$ cat src/rtl/bse_pkg.sv
package bse_pkg;

    typedef enum logic [3:0] {
        ST_HDR0,   // waiting for write bit count
        ST_HDR1,   // waiting for read bit count
        ST_ARM,    // headers taken, deciding first phase
        ST_WLO,    // write bit presented, clock low
        ST_WHI,    // write bit captured by device, clock high
        ST_TLO,    // turnaround pulse, low half
        ST_THI,    // turnaround pulse, high half
        ST_RLO,    // read bit window, clock low
        ST_RHI,    // read bit done, clock high
        ST_DONE    // select released, clock parked high
    } bse_state_e;

    function automatic logic cs_n_of(bse_state_e s);
        return s inside {ST_HDR0, ST_HDR1, ST_ARM, ST_DONE};
    endfunction

    function automatic logic sck_of(bse_state_e s);
        return s inside {ST_WHI, ST_THI, ST_RHI, ST_DONE};
    endfunction

    function automatic logic busy_of(bse_state_e s);
        return !(s inside {ST_HDR0, ST_DONE});
    endfunction

endpackage

$ cat src/rtl/bse_tx_shift.sv
module bse_tx_shift #(
    parameter int W = 8
) (
    input  logic         clk,
    input  logic         rst_n,
    input  logic         flush,
    input  logic         emit,
    input  logic [W-1:0] load_data,
    output logic         need_byte,
    output logic         mosi
);
    localparam int CW = $clog2(W + 1);

    typedef struct packed {
        logic [W-1:0]  sh;
        logic [CW-1:0] left;
        logic          bit_q;
    } tx_t;

    tx_t q, d;

    always_comb begin
        d = q;
        if (flush) begin
            d.sh   = '0;
            d.left = '0;
        end else if (emit) begin
            if (q.left == '0) begin
                d.bit_q = load_data[W-1];
                d.sh    = load_data << 1;
                d.left  = CW'(W - 1);
            end else begin
                d.bit_q = q.sh[W-1];
                d.sh    = q.sh << 1;
                d.left  = q.left - CW'(1);
            end
        end
    end

    always_ff @(posedge clk or negedge rst_n) begin
        if (!rst_n) q <= '0;
        else        q <= d;
    end

    assign need_byte = (q.left == '0);
    assign mosi      = q.bit_q;

endmodule

$ cat src/rtl/bse_rx_pack.sv
module bse_rx_pack #(
    parameter int W = 8
) (
    input  logic         clk,
    input  logic         rst_n,
    input  logic         flush,
    input  logic         sample,
    input  logic         bit_in,
    input  logic         last,
    input  logic         out_ready,
    output logic         can_take,
    output logic         out_valid,
    output logic [W-1:0] out_data
);
    localparam int IW = $clog2(W);

    typedef struct packed {
        logic [W-1:0]  acc;
        logic [IW-1:0] idx;
        logic          vld;
        logic [W-1:0]  data;
    } rx_t;

    rx_t q, d;
    logic [W-1:0]  merged;
    logic [IW-1:0] pos;
    logic          closing;

    always_comb begin
        pos         = IW'(W - 1) - q.idx;
        merged      = q.acc;
        merged[pos] = bit_in;
        closing     = (q.idx == IW'(W - 1)) || last;

        d = q;
        if (q.vld && out_ready) d.vld = 1'b0;
        if (flush) begin
            d.acc = '0;
            d.idx = '0;
        end else if (sample) begin
            if (closing) begin
                d.data = merged;
                d.vld  = 1'b1;
                d.acc  = '0;
                d.idx  = '0;
            end else begin
                d.acc = merged;
                d.idx = q.idx + IW'(1);
            end
        end
    end

    always_ff @(posedge clk or negedge rst_n) begin
        if (!rst_n) q <= '0;
        else        q <= d;
    end

    assign can_take  = !closing || !q.vld || out_ready;
    assign out_valid = q.vld;
    assign out_data  = q.data;

endmodule

$ cat src/rtl/bitlen_shift_engine.sv
module bitlen_shift_engine
    import bse_pkg::*;
#(
    parameter int W = 8
) (
    input  logic         clk,
    input  logic         rst_n,
    input  logic         tick,
    input  logic         in_valid,
    input  logic [W-1:0] in_data,
    output logic         in_ready,
    output logic         out_valid,
    output logic [W-1:0] out_data,
    input  logic         out_ready,
    output logic         cs_n,
    output logic         sck,
    output logic         mosi,
    input  logic         miso,
    output logic         busy
);
    typedef struct packed {
        bse_state_e   st;
        logic [W-1:0] out_rem;
        logic [W-1:0] in_rem;
        logic         cs_n;
        logic         sck;
        logic         busy;
    } ctl_t;

    localparam ctl_t CTL_RESET = '{st: ST_HDR0, out_rem: '0, in_rem: '0,
                                   cs_n: 1'b1, sck: 1'b0, busy: 1'b0};

    ctl_t q, d;
    logic tx_emit, tx_flush, tx_need;
    logic rx_sample, rx_flush, rx_can_take, rx_last;

    always_comb begin
        d         = q;
        in_ready  = 1'b0;
        tx_emit   = 1'b0;
        tx_flush  = 1'b0;
        rx_sample = 1'b0;
        rx_flush  = 1'b0;
        rx_last   = (q.in_rem == W'(1));

        unique case (q.st)
            ST_HDR0: begin
                in_ready = tick;
                if (tick && in_valid) begin
                    d.out_rem = in_data;
                    d.st      = ST_HDR1;
                end
            end
            ST_HDR1: begin
                in_ready = tick;
                if (tick && in_valid) begin
                    d.in_rem = in_data;
                    tx_flush = 1'b1;
                    rx_flush = 1'b1;
                    d.st     = ST_ARM;
                end
            end
            ST_ARM, ST_WHI: begin
                if (tick) begin
                    if (q.out_rem != '0) begin
                        in_ready = tx_need;
                        if (!tx_need || in_valid) begin
                            tx_emit   = 1'b1;
                            d.out_rem = q.out_rem - W'(1);
                            d.st      = ST_WLO;
                        end
                    end else if (q.in_rem != '0) begin
                        d.st = ST_TLO;
                    end else begin
                        d.st = ST_DONE;
                    end
                end
            end
            ST_WLO: if (tick) d.st = ST_WHI;
            ST_TLO: if (tick) d.st = ST_THI;
            ST_THI: if (tick) d.st = ST_RLO;
            ST_RLO: begin
                if (tick && rx_can_take) begin
                    rx_sample = 1'b1;
                    d.in_rem  = q.in_rem - W'(1);
                    d.st      = ST_RHI;
                end
            end
            ST_RHI: begin
                if (tick) d.st = (q.in_rem != '0) ? ST_RLO : ST_DONE;
            end
            ST_DONE: if (tick) d.st = ST_HDR0;
            default: d.st = ST_HDR0;
        endcase

        d.cs_n = cs_n_of(d.st);
        d.sck  = sck_of(d.st);
        d.busy = busy_of(d.st);
    end

    always_ff @(posedge clk or negedge rst_n) begin
        if (!rst_n) q <= CTL_RESET;
        else        q <= d;
    end

    bse_tx_shift #(.W(W)) u_tx (
        .clk       (clk),
        .rst_n     (rst_n),
        .flush     (tx_flush),
        .emit      (tx_emit),
        .load_data (in_data),
        .need_byte (tx_need),
        .mosi      (mosi)
    );

    bse_rx_pack #(.W(W)) u_rx (
        .clk       (clk),
        .rst_n     (rst_n),
        .flush     (rx_flush),
        .sample    (rx_sample),
        .bit_in    (miso),
        .last      (rx_last),
        .out_ready (out_ready),
        .can_take  (rx_can_take),
        .out_valid (out_valid),
        .out_data  (out_data)
    );

    assign cs_n = q.cs_n;
    assign sck  = q.sck;
    assign busy = q.busy;

endmodule

$ cat config.mk
export PLATFORM = sky130hd
export DESIGN_NAME = bitlen_shift_engine
export DESIGN_NICKNAME = d
export VERILOG_FILES = /design/src/rtl/bse_pkg.sv /design/src/rtl/bse_tx_shift.sv /design/src/rtl/bse_rx_pack.sv /design/src/rtl/bitlen_shift_engine.sv
export SDC_FILE = /design/constraint.sdc
export NUM_CORES = 1
export LEC_CHECK = 0
export ABC_AREA = 0
export BUFFER_PORTS_ARGS = -buffer_cell sky130_fd_sc_hd__buf_4
export CAP_MARGIN = 20
export CORE_AREA = 5 5 83 85
export CTS_CLUSTER_SIZE = 20
export DETAILED_ROUTE_END_ITERATION = 10
export DIE_AREA = 0 0 88 90
export PLACE_DENSITY = 0.86
export SYNTH_ARGS = -nofsm -noshare
export SYNTH_HDL_FRONTEND = slang
export SYNTH_SLANG_ARGS = --single-unit
$ cat constraint.sdc
create_clock -name clk -period 2.3 [get_ports clk]
set_input_delay 0.345 -clock clk [delete_from_list [all_inputs] [get_ports clk]]
set_output_delay 0.345 -clock clk [all_outputs]
set_load 0.05 [all_outputs]
* After elaboration in Yosys (flattened, before gate mapping) *
Index checks and enable logic that the tools add are counted.

word-level totals
  register bits after elaboration = 56
  bits of input ports = 14
  word-level logic and storage cells = 116

operators by class
  add/subtract/negate cells = 5
  order comparisons = 2
  eq/ne operators = 23
  muxes and demuxes = 42
  bitwise gates (word level) = 1
  reductions and logical operators = 30

operators by type and width
  cell                                              number
  two-way mux 12 bit                                4
  two-way mux 4 bit                                 10
  case mux 4 bit (9 select lines)                   1
  case mux 8 bit (2 select lines)                   2
  two-way mux 13 bit                                2
  == test 4 x 3 -> 1 bit, second input constant     6
  two-way mux 8 bit                                 3
  two-way mux 11 bit                                2
  two-way mux 20 bit                                1
  two-way mux 9 bit                                 2
  == test 4 bit, second input constant              4
  nonzero test 8 bit                                2
  subtractor 8 x 1 -> 8 bit, second input constant  2
  == test 4 x 2 -> 1 bit, second input constant     3
  logical NOT 4 bit                                 3
  two-way mux 1 bit                                 12
  inequality test 2 bit, second input constant      6
  nonzero test 2 bit                                5
  bitwise mux 8 bit                                 1
  == test 4 x 1 -> 1 bit, second input constant     2
  == test 8 x 1 -> 1 bit, second input constant     1
  nonzero test 4 bit                                2
  AND reduction 3 bit                               2
  AND reduction 5 bit                               1
  other kinds (14)                                  24

* Depth between registers and ports, before layout *
Gate-level depths: netlist of the first run.

  word-level depth = 11
  mapped depth = 10
  gate-level depth less buffers = 9

* By module *
From an unflattened synthesis of the first run, not the netlist that was laid out.

unflattened totals
  cell total of the unflattened synthesis = 368
  area, all modules = 3428.3 um^2

by module, submodules not included
  module               instances  cells each  area each (um^2)
  bitlen_shift_engine  1          205         1704.1
  bse_rx_pack          1          99          1127.3
  bse_tx_shift         1          64          596.8

* Worst setup path after synthesis of the first run *
Ideal clock, no wire load.

  path type = register to output
  from = register u_tx.q[1] (netlist bit)
  to = output in_ready
  arrival = 2.094 ns
  required time = 1.955 ns
  path slack = -0.139 ns
  cell stages (with the launch flop) = 6
  path buffers = 0
  cell sequence = dfrtp_1 > inv_1 > ha_1 > nor3b_1 > a31oi_1 > nor2_1

between the ends
  word-level cells in the longest chain between the ends = 4

RTL lines
  what                             RTL line                   RTL
  from (decl)                      bse_tx_shift.sv:20         tx_t q, d;
  from (signal assigned)           bse_tx_shift.sv:41         if (!rst_n) q <= '0;
  from (signal assigned)           bse_tx_shift.sv:42         else q <= d;
  logical NOT 4 bit                bse_tx_shift.sv:45         assign need_byte = (q.left == '0);
  two-way mux 1 bit                bitlen_shift_engine.sv:65  if (q.out_rem != '0) begin
  two-way mux 1 bit                bitlen_shift_engine.sv:64  if (tick) begin
  case mux 1 bit (2 select lines)  bitlen_shift_engine.sv:46  unique case (q.st)
  to (decl)                        bitlen_shift_engine.sv:11  output logic in_ready,

Every way passes these cells.

==> results.tsv, run 1 <==
stage	metric	value	unit
yosys	Top FF cell, synth	dfrtp_1	
pwr	total chip power	4.327	mW
worst_setup_path	Worst Path Required	2.50	ns
routing	final WL	7355	um
global_routing	initial antenna violation count	0	
final_layout	# diodes	0	
timing	final setup margin	-0.01862	ns
global_routing	total gr overflow	0	
pwr	Reg power frac	35.9	%
global_routing	global-route wire length before repair	12330	um
routing	Initial DRT Pass Iterations	5	
run_status	status	finished with violations	
routing	vias per inst	5.867	
floorplanning	FP Rows	29	
placed_design	Port Buffers	27	
timing	RSZ-0062 raised after global routing	yes	
routing	DR WL/cell	15.26	um
cts	H-tree Lvls	2	
cts	# hold bufs at CTS	0	
global_routing	pin count of the biggest net entering global routing	56	
pwr	Clk pwr share	12.9	%
timing	Slew HR	54.58	%
timing	Fmax achieved	0.4313	GHz
pwr	Sw Share	42.91	%
final_layout	share of layout cells above drive strength 1	24.20	%
placed_design	GPL Wtd Cong	0.8678	
worst_setup_path	CP max FO	4	
yosys	Async SR Flop Fraction	100.0	%
floorplanning	# IOs	28	
yosys	sequential share of the synthesized area	43.45	%
final_layout	nets@finish	425	
floorplanning	full die area	0.007920	mm2
timing	clock skew	0.007251	ns
floorplanning	Die X	88	um
cts	Sink Count	55	
yosys	number of distinct library cells after synthesis	56	
final_layout	fillers	521	
routing	initial DRC count	143	
routing	met1 WL	3187	um
floorplanning	Starting Density	51.70	%
global_routing	total track usage	18.91	%
yosys	Synth Register Bits	55	
routing	Met3 Wirelength	481	um
yosys	synthesized cell area	0.003171	mm2
routing	DRC	0	
worst_setup_path	Worst setup EP type	register	
cts	CTS clk-pin slew, worst paths	0.09	ns
timing	final worst path period share	100.8	%
flow_run	total of max-cap violations	0	
yosys	syn nets	394	
worst_setup_path	Critical Path AT	2.52	ns
yosys	leading area contributor after synthesis	dfrtp_1	
routing	via count	2828	
timing	post-layout min period	2.319	ns
routing	WL met2	3563	um
run_status	failing checks	setup timing	
routing	ANT nets after route	0	
pwr	Peak VDD IR	0.8070	mV
timing	final-report setup violation count	1	
floorplanning	area of the core	0.006132	mm2
routing	top sig layer	met4	
final_layout	Syn-to-layout area delta	17.64	%
cts	clock buffer count from CTS	5	
pwr	Combinational Power Share	51.2	%
yosys	Yosys top cell area share	42.62	%
pwr	Int Pwr	2.470	mW
pwr	Pleak	1.700	nW
yosys	syn_area_per_cell	8.500	um2
placed_design	post-DP HPWL	5161	um
global_routing	vias in the first global route	2710	
worst_setup_path	CP startpoint kind	register	
cts	Clock Path Buffers	2	
yosys	top cells by area, synth	dfrtp_1 43%, nand2_1 6.5%, o21ai_0 6.2%	
cts	CTS tree	built	
timing	Max Slew Vio Count	0	
yosys	Synth warnings	0	
final_layout	Core Util, Final	60.82	%
worst_hold_path	Hold Crit Class	input port to async pin	
yosys	Post-synth EDFFs	0	
timing	Worst Tran Pin Value	0.6813	ns
cts	clock latency on the worst-skew pair	0.31	ns
pwr	power per cell area	1160	mW/mm2
pwr	Sw Pwr	1.857	mW
cts	clk root buf	clkbuf_8	
worst_setup_path	Setup CP Type	register to register	
timing	final hold violation count	0	
floorplanning	die span in y	90	um
yosys	Cells after Synth	373	
==> worst max-delay path: stages (launching register included) <==
cell and delay (ns):
dfrtp_1 0.39, inv_1 0.07, ha_2 0.19, or3b_4 0.25
nor3_4 0.05, o311a_1 0.34, or4_4 0.42, or2_4 0.25
a211o_1 0.26
==> stage by stage <==
stage	hold slack [ns]	setup TNS, ns	std cells	cell area [um2]	setup WS [ns]
detailed placement	0.4399	-0.08083	468	3505	-0.08083
global placement	0.4374	-0.01179	468	3505	-0.01179
global route	0.1135	-0.1499	482	3730	-0.07599
finish	0.06274	-0.01862	482	3730	-0.01862
floorplan	0.04941	-0.04600	373	3188	-0.04600
CTS	0.1000	-0.004102	477	3626	-0.004102
==> cells by family (layout without fill, tap and decap cells) <==
| family | after synthesis | count (layout) | synth area share (%) |
|---|---|---|---|
| AOI/OAI and AO/OA | 110 | 110 | 22.06 |
| xor gates and xnor gates | 2 | 2 | 0.5526 |
| adders and majority gates | 7 | 7 | 2.762 |
| buffers and inverters | 45 | 77 | 6.787 |
| DFF | 55 | 55 | 43.45 |
| muxes | 9 | 9 | 2.841 |
| and+or+nand+nor | 145 | 145 | 21.55 |
==> Yosys cell counts (all sizes together) (6+ instances only) <==
cell type	count
a21oi	23
nand2	55
o21ai	41
buf	20
ha	7
dfrtp	54
mux2i	9
nor2	33
inv	10
a31o	6
a22o	11
clkbuf	15
nor3	11
nand3	12
==> metal layers <==
layer	up-vias	global-route usage (%)
met5	-	0
met3	13	3.839
met1	1341	25.75
met2	101	30.03
li1	1373	-
met4	0	5.882
==> path summary, 6_finish.rpt <==
| check | start | end | slack, ns | cells after the start |
|---|---|---|---|---|
| setup reg to reg | q[12] | busy | -0.02 | 8 |
| hold / removal | rst_n | u_rx.out_data[3] | 0.06 | 1 |
| min in group clk | in_data[0] | u_tx.q[6] | 0.30 | 3 |
| setup / recovery | q[12] | busy | -0.02 | 8 |
| max in group asynchronous | rst_n | q[20] | 1.76 | 1 |
| hold reg to reg | u_rx.q[14] | u_rx.q[14] | 0.49 | 2 |
==> flip-flops by register name, summed over array words and instances, names as in the netlist <==
name            count
q                  20
sck                 1
cs_n                1
u_tx.q             11
busy                1
u_rx.q             11
u_tx.mosi           1
u_rx.out_data       8
u_rx.out_valid      1
==> repair_timing <==
item                                    4_1_cts  5_1_grt
pin swaps                                     3        2
buffers inserted                              1        5
gates resized for setup                       4       16
endpoints found under the setup margin        1       21
==> power groups by stage <==
stage          Sequential, mW  Clock (mW)  Combinational (mW)
3_3_place_gp             1.50           0                1.95
2_1_floorplan            1.50           0                1.38
5_1_grt                  1.59       0.610                2.45
4_1_cts                  1.50       0.574                2.06
3_5_place_dp             1.51           0                2.02
6_report                 1.55       0.557                2.22
==> layout by cell type, fill, tap and decap left out, types with 3 or more instances in the layout <==
master / count
and3_1: 3
a21oi_1: 23
inv_1: 7
nand3_1: 12
a31oi_1: 3
mux2i_1: 9
clkbuf_8: 6
nand2b_1: 5
inv_2: 3
dfrtp_1: 52
nor2_1: 30
nor2b_1: 5
buf_4: 59
o31ai_1: 3
a31o_2: 6
o21ai_0: 39
nand4_1: 3
nor3_1: 9
a22oi_1: 3
nand2_1: 55
ha_1: 4
nor2_2: 3
a22o_1: 11
==> final cells by class <==
class | count | area [um2] | share of cell area [%]
Timing Repair Buffer | 59 | 442.9 | 11.88
Inverter | 10 | 37.54 | 1.006
Clock buffer | 7 | 86.33 | 2.315
Multi-Input combinational cell | 273 | 1678 | 44.98
Sequential cell | 55 | 1380 | 37.00
Clock inverter | 1 | 8.758 | 0.2348
Tap cell | 77 | 96.34 | 2.583
Note: power is estimated with default switching activity, not from simulation.
==> run 2: changes to the inputs <==
CORE_AREA = 5 5 109 111   (was 5 5 83 85)
DIE_AREA = 0 0 114 116   (was 0 0 88 90)
PLACE_DENSITY = 0.58   (was 0.86)
==> run 2 against run 1 <==
Net effect: power grew 0.31%; worst setup slack gained 0.0074 ns; first-iteration DRC count shrank 4.2%; the run still ends with setup timing left; cell area grew 3.3%; wire length grew 5.0%; combinational power grew 4%; clock power shrank 4.3%; largest cell class unchanged; clock skew grew 0.0036 ns; critical path depth shrank 1; largest power group unchanged.
==> results.tsv, run 2 (same netlist as run 1, synthesis figures left out) <==
stage	metric	value	unit	change
worst_setup_path	reg2reg end	busy		unchanged
floorplanning	area of the core	0.01070	mm2	was 0.006132 mm2
routing	via count	2824		was 2828
floorplanning	full die area	0.01322	mm2	was 0.007920 mm2
worst_setup_path	Worst Path Required	2.50	ns	about the same
cts	clock latency on the worst-skew pair	0.31	ns	about the same
pwr	Peak VDD IR	0.4666	mV	was 0.8070 mV
placed_design	GPL Wtd Cong	0.8502		was 0.8678
timing	Slew HR	51.43	%	was 54.58%
final_layout	most frequent cells in the layout	64 x buf_4, 54 x nand2_1, 52 x dfrtp_1, 39 x o21ai_0, 30 x nor2_1		was 59 x buf_4, 55 x nand2_1, 52 x dfrtp_1, 39 x o21ai_0, 30 x nor2_1
worst_hold_path	Hold Crit Class	input port to async pin		unchanged
timing	Fmax achieved	0.4327	GHz	was 0.4313 GHz
floorplanning	die span in y	116	um	was 90 um
final_layout	share of layout cells above drive strength 1	25.30	%	was 24.20%
global_routing	global-route wire length before repair	12620	um	was 12330 um
pwr	Pleak	1.731	nW	was 1.700 nW
worst_setup_path	CP max FO	3		was 4
timing	Hold Slack	0.06444	ns	was 0.06274 ns
worst_setup_path	Worst path max stage delay	0.42	ns	about the same
routing	DRC	0		unchanged
final_layout	Largest regs	q: 20 flops, u_rx.q: 11 flops, u_tx.q: 11 flops		unchanged
placed_design	post-DP HPWL	5576	um	was 5161 um
pwr	total chip power	4.340	mW	was 4.327 mW
final_layout	Syn-to-layout area delta	21.47	%	was 17.64%
final_layout	Core Util, Final	36.00	%	was 60.82%
global_routing	M2 GR Usage	18.38	%	was 30.03%
global_routing	vias in the first global route	2620		was 2710
floorplanning	# IOs	28		unchanged
timing	clock skew	0.01089	ns	was 0.007251 ns
routing	initial DRC count	137		was 143
cts	H-tree Lvls	2		unchanged
run_status	failing checks	setup timing		unchanged
global_routing	total gr overflow	0		unchanged
global_routing	M3 GR Usage	2.663	%	was 3.839%
timing	Worst Tran Pin Value	0.7285	ns	was 0.6813 ns
final_layout	# diodes	0		unchanged
cts	CTS clk-pin slew, worst paths	0.10	ns	was 0.09 ns
placed_design	Port Buffers	27		unchanged
worst_setup_path	Critical Path AT	2.51	ns	was 2.52 ns
final_layout	Largest register FFs	20		unchanged
timing	final hold violation count	0		unchanged
worst_setup_path	Slowest cell on crit path	or4_4		unchanged
global_routing	total track usage	11.69	%	was 18.91%
timing	setup_tns	-0.01120	ns	was -0.01862 ns
floorplanning	Die X	114	um	was 88 um
worst_setup_path	R2R setup slack	-0.01	ns	was -0.02 ns
routing	final WL	7720	um	was 7355 um
routing	ANT nets after route	0		unchanged
cts	clock buffer count from CTS	5		unchanged
global_routing	pin count of the biggest net entering global routing	56		unchanged
floorplanning	Starting Density	29.64	%	was 51.70%
timing	post-layout min period	2.311	ns	was 2.319 ns
worst_setup_path	Worst setup EP type	register		unchanged
timing	final setup margin	-0.01120	ns	was -0.01862 ns
final_layout	nets@finish	431		was 425
final_layout	most common cell after layout, fill and taps aside	buf_4		unchanged
timing	final worst path period share	100.5	%	was 100.8%
run_status	status	finished with violations		unchanged
routing	Initial DRT Pass Iterations	4		was 5
cts	Sink Count	55		unchanged
routing	DR WL/cell	14.01	um	was 15.26 um
cts	# hold bufs at CTS	0		unchanged
flow_run	total of max-cap violations	0		unchanged
worst_setup_path	Setup CP Type	register to register		unchanged
global_routing	initial antenna violation count	0		unchanged
worst_setup_path	worst-path cell chain	inv_2, ha_4, or3b_4, o311a_1, or4_4, or2_1, a211o_1		was inv_1, ha_2, or3b_4, nor3_4, o311a_1, or4_4, or2_4, a211o_1
global_routing	met1 GRT Util	16.26	%	was 25.75%
cts	CTS tree	built		unchanged
worst_setup_path	CP startpoint kind	register		unchanged
worst_setup_path	worst r2r src	u_tx.q[2]		was q[12]
timing	Max Slew Vio Count	0		unchanged
routing	vias per inst	5.125		was 5.867
pwr	power per cell area	1127	mW/mm2	was 1160 mW/mm2
worst_setup_path	worst r2r path cells	7		was 8
final_layout	Largest Register	q		unchanged
timing	final-report setup violation count	1		unchanged
cts	Clock Path Buffers	2		unchanged
cts	clk root buf	clkbuf_8		unchanged
timing	RSZ-0062 raised after global routing	yes		unchanged
floorplanning	FP Rows	38		was 29
global_routing	global route hottest layer	met2		unchanged
-- run 2: through the flow --
stage | area, um2 | setup WS, ns | cells
2_1_floorplan | 3188 | -0.04600 | 373
6_report | 3851 | -0.01120 | 551
3_5_place_dp | 3664 | -0.08371 | 540
5_1_grt | 3851 | -0.1381 | 551
3_3_place_gp | 3664 | -0.01335 | 540
4_1_cts | 3769 | -0.02187 | 548
-- run 2: worst max path at each step --
stage	startpoint	endpoint	slack, ns	cells past startpoint
after global routing	q[11]	busy	-0.14	9
after detailed placement	q[11]	busy	-0.08	9
after floorplan	u_tx.q[1]	busy	-0.05	8
after global placement	u_rx.q[9]	busy	-0.01	7
final	u_tx.q[2]	busy	-0.01	7
after CTS	u_tx.q[2]	busy	-0.02	7
-- run 2: worst max-delay path: cells and delay by family, from the launching register on --
family | cells | cell delay (ns)
AOI/OAI and AO/OA | 2 | 0.54
adders and majority gates | 1 | 0.13
buffers and inverters | 1 | 0.08
DFF | 1 | 0.40
and+or+nand+nor | 3 | 1.04
-- run 2: layer usage --
metal  routed length (um)  vias to the layer above
met1                 3732                     1382
met3                  382                        7
met5                    0                        -
li1                     -                     1381
met2                 3540                       54
met4                   64                        0
-- run 2: final cells by class --
cell class              instances  area, um2
fillers                      1112       6847
multi-input cells             273       1673
flip-flops and latches         55       1380
repair buffers                 65      500.5
well taps                     140      175.2
clock buffers                   6      72.57
inverters                      10      37.54
clock inverters                 2      12.51
-- run 2: what timing repair did --
item / CTS / global route
setup buffers: 0 / 3
setup endpoints to repair: 3 / 41
cloned: 0 / 0
resized for setup: 5 / 14
pin swaps: 3 / 3
-- run 2: where the power goes --
part / switching (mW) / leakage (nW) / total (mW) / internal (mW)
logic: 1.27 / 0.969 / 2.31 / 1.03
registers: 0.265 / 0.720 / 1.50 / 1.24
clock network: 0.319 / 0.0412 / 0.533 / 0.214
==> run 3: changes to the inputs <==
REMOVE_ABC_BUFFERS = 1   (was not set)
SKIP_LAST_GASP = 1   (was not set)
==> run 3 against run 2 <==
Net effect: the flow still finishes with violations (setup timing); first-iteration DRC count grew 13%; count of clock-buffer cells in the layout is the same; sequential cell count is the same; sequential power is essentially flat; wire length shrank 0.62%; sequential share of layout area grew 0.23 points; via count shrank 1.7%; hold slack gained 0.0088 ns; utilization shrank 0.26 points; critical endpoint unchanged; largest power group unchanged.
==> results.tsv, run 3 (same netlist as run 1, synthesis figures left out) <==
stage	metric	value	unit	change
worst_setup_path	Worst path max stage delay	0.41	ns	was 0.42 ns
global_routing	initial antenna violation count	0		unchanged
run_status	failing checks	setup timing		unchanged
placed_design	placed cell areas	0.003646	mm2	was 0.003664 mm2
timing	Max Slew Vio Count	0		unchanged
timing	final worst path period share	100.1	%	was 100.5%
timing	post-layout min period	2.303	ns	was 2.311 ns
timing	final hold violation count	0		unchanged
worst_setup_path	reg2reg end	busy		unchanged
timing	final-report setup violation count	1		unchanged
worst_setup_path	Setup CP Type	register to register		unchanged
routing	via count	2775		was 2824
worst_setup_path	worst r2r src	u_tx.q[1]		was u_tx.q[2]
timing	clock skew	0.01192	ns	was 0.01089 ns
timing	Hold Slack	0.07322	ns	was 0.06444 ns
floorplanning	FP Rows	38		unchanged
final_layout	Syn-to-layout area delta	20.60	%	was 21.47%
floorplanning	full die area	0.01322	mm2	unchanged
timing	Slew HR	52.57	%	was 51.43%
routing	Initial DRT Pass Iterations	4		unchanged
routing	DR WL/cell	13.92	um	was 14.01 um
cts	clock latency on the worst-skew pair	0.31	ns	about the same
final_layout	# diodes	0		unchanged
floorplanning	Die X	114	um	unchanged
timing	setup_tns	-0.002862	ns	was -0.01120 ns
final_layout	register area	0.001379	mm2	was 0.001380 mm2
cts	clock buffer count from CTS	5		unchanged
worst_setup_path	worst r2r path cells	7		unchanged
final_layout	Largest regs	q: 20 flops, u_rx.q: 11 flops, u_tx.q: 11 flops		unchanged
routing	ANT nets after route	0		unchanged
timing	Fmax achieved	0.4342	GHz	was 0.4327 GHz
cts	CTS clk-pin slew, worst paths	0.11	ns	was 0.10 ns
final_layout	Largest Register	q		unchanged
global_routing	total gr overflow	0		unchanged
worst_setup_path	Slowest cell on crit path	or4_1		was or4_4
worst_setup_path	CP max FO	2		was 3
placed_design	worst slack, placed	-0.04939	ns	was -0.08371 ns
timing	RSZ-0062 raised after global routing	yes		unchanged
placed_design	Port Buffers	27		unchanged
routing	vias per inst	5.036		was 5.125
final_layout	Final Instance Area	0.003824	mm2	was 0.003851 mm2
routing	initial DRC count	155		was 137
placed_design	post-DP HPWL	5498	um	was 5576 um
pwr	power per cell area	1140	mW/mm2	was 1127 mW/mm2
global_routing	vias in the first global route	2729		was 2620
worst_setup_path	critical path's top delay family	simple AND/OR/NAND/NOR gates		unchanged
timing	Worst Tran Pin Value	0.7115	ns	was 0.7285 ns
worst_setup_path	worst-path cell chain	inv_1, ha_1, or3b_1, o311a_1, or4_1, or2_1, a211o_1		was inv_2, ha_4, or3b_4, o311a_1, or4_4, or2_1, a211o_1
global_routing	pin count of the biggest net entering global routing	56		unchanged
timing	final setup margin	-0.002862	ns	was -0.01120 ns
worst_setup_path	Critical Path AT	2.51	ns	about the same
routing	final WL	7672	um	was 7720 um
final_layout	nets@finish	431		unchanged
global_routing	global-route wire length before repair	13150	um	was 12620 um
final_layout	fillers	1090		was 1112
floorplanning	die span in y	116	um	unchanged
final_layout	area of the multi-input gates	0.001607	mm2	was 0.001673 mm2
final_layout	Largest register FFs	20		unchanged
worst_setup_path	CP startpoint kind	register		unchanged
cts	CTS tree	built		unchanged
pwr	total chip power	4.360	mW	was 4.340 mW
worst_setup_path	Worst Path Required	2.51	ns	was 2.50 ns
run_status	status	finished with violations		unchanged
cts	Sink Count	55		unchanged
final_layout	most frequent cells in the layout	63 x buf_4, 55 x nand2_1, 53 x dfrtp_1, 39 x o21ai_0, 33 x nor2_1		was 64 x buf_4, 54 x nand2_1, 52 x dfrtp_1, 39 x o21ai_0, 30 x nor2_1
worst_hold_path	Hold Crit Class	input port to async pin		unchanged
placed_design	GPL Wtd Cong	0.8460		was 0.8502
worst_setup_path	CP bufs+invs	1		unchanged
pwr	Peak VDD IR	0.4797	mV	was 0.4666 mV
cts	Clock Path Buffers	2		unchanged
cts	# hold bufs at CTS	0		unchanged
floorplanning	# IOs	28		unchanged
pwr	Pleak	1.746	nW	was 1.731 nW
final_layout	most common cell after layout, fill and taps aside	buf_4		unchanged
cts	clk root buf	clkbuf_8		unchanged
floorplanning	area of the core	0.01070	mm2	unchanged
final_layout	share of layout cells above drive strength 1	21.65	%	was 25.30%
global_routing	total track usage	12.20	%	was 11.69%
flow_run	total of max-cap violations	0		unchanged
floorplanning	Starting Density	29.64	%	unchanged
worst_setup_path	Worst setup EP type	register		unchanged
cts	H-tree Lvls	2		unchanged
worst_setup_path	R2R setup slack	-0.003	ns	was -0.01 ns
routing	DRC	0		unchanged
-- run 3: changes by cell type in the layout (fill, tap and decap cells not counted), sizes merged --
cell	delta
bufinv	+1
clkinv	-1
clkinvlp	-1
inv	+1
-- run 3: area by class of cell --
cell class	count	share of cell area, %
well taps	140	4.581
flip-flops and latches	55	36.06
inverters	10	0.9817
repair buffers	65	13.19
multi-input cells	273	42.02
clock buffers	6	2.160
clock inverters	2	1.014
-- run 3: worst max path at each step --
| stage | from | end | slack [ns] | cells past startpoint |
|---|---|---|---|---|
| floorplan | u_tx.q[1] | busy | -0.49 | 8 |
| global placement | u_rx.q[9] | busy | 0.005 | 7 |
| detailed placement | q[11] | busy | -0.05 | 9 |
| CTS | u_tx.q[1] | busy | -0.02 | 7 |
| global route | u_tx.q[1] | busy | -0.14 | 7 |
| finish | u_tx.q[1] | busy | -0.003 | 7 |
-- run 3: repair_timing --
| item | in CTS | in global routing |
|---|---|---|
| resized for setup | 2 | 6 |
| buffers inserted | 1 | 2 |
| gates cloned | 0 | 0 |
| setup endpoints to repair | 2 | 17 |
| pin swaps | 0 | 0 |
-- run 3: metal layers --
layer	up-vias	track usage [%]	routed length, um
met4	0	3.880	99
li1	1382	-	-
met3	11	2.350	340
met1	1317	16.54	3618
met2	65	19.71	3613
met5	-	0	0
-- run 3: power by group --
part	internal, mW	leakage [nW]	switching (mW)	total, mW
Sequential	1.23	0.722	0.233	1.47
Clock	0.359	0.0618	0.330	0.689
Combinational	0.971	0.962	1.23	2.20
-- run 3: worst reg2reg max path, delay by kind of cell, from the launching register on --
kind | cells | cell delay (ns)
simple gates | 3 | 1.03
fa+ha+maj | 1 | 0.16
flops | 1 | 0.39
buf+inv | 1 | 0.08
compound gates | 2 | 0.57
-- run 3: through the flow --
stage	util (%)	std cells
2_1_floorplan	-	338
3_3_place_gp	34.08	540
3_5_place_dp	34.08	540
4_1_cts	35.40	549
5_1_grt	35.74	551
6_report	35.74	551
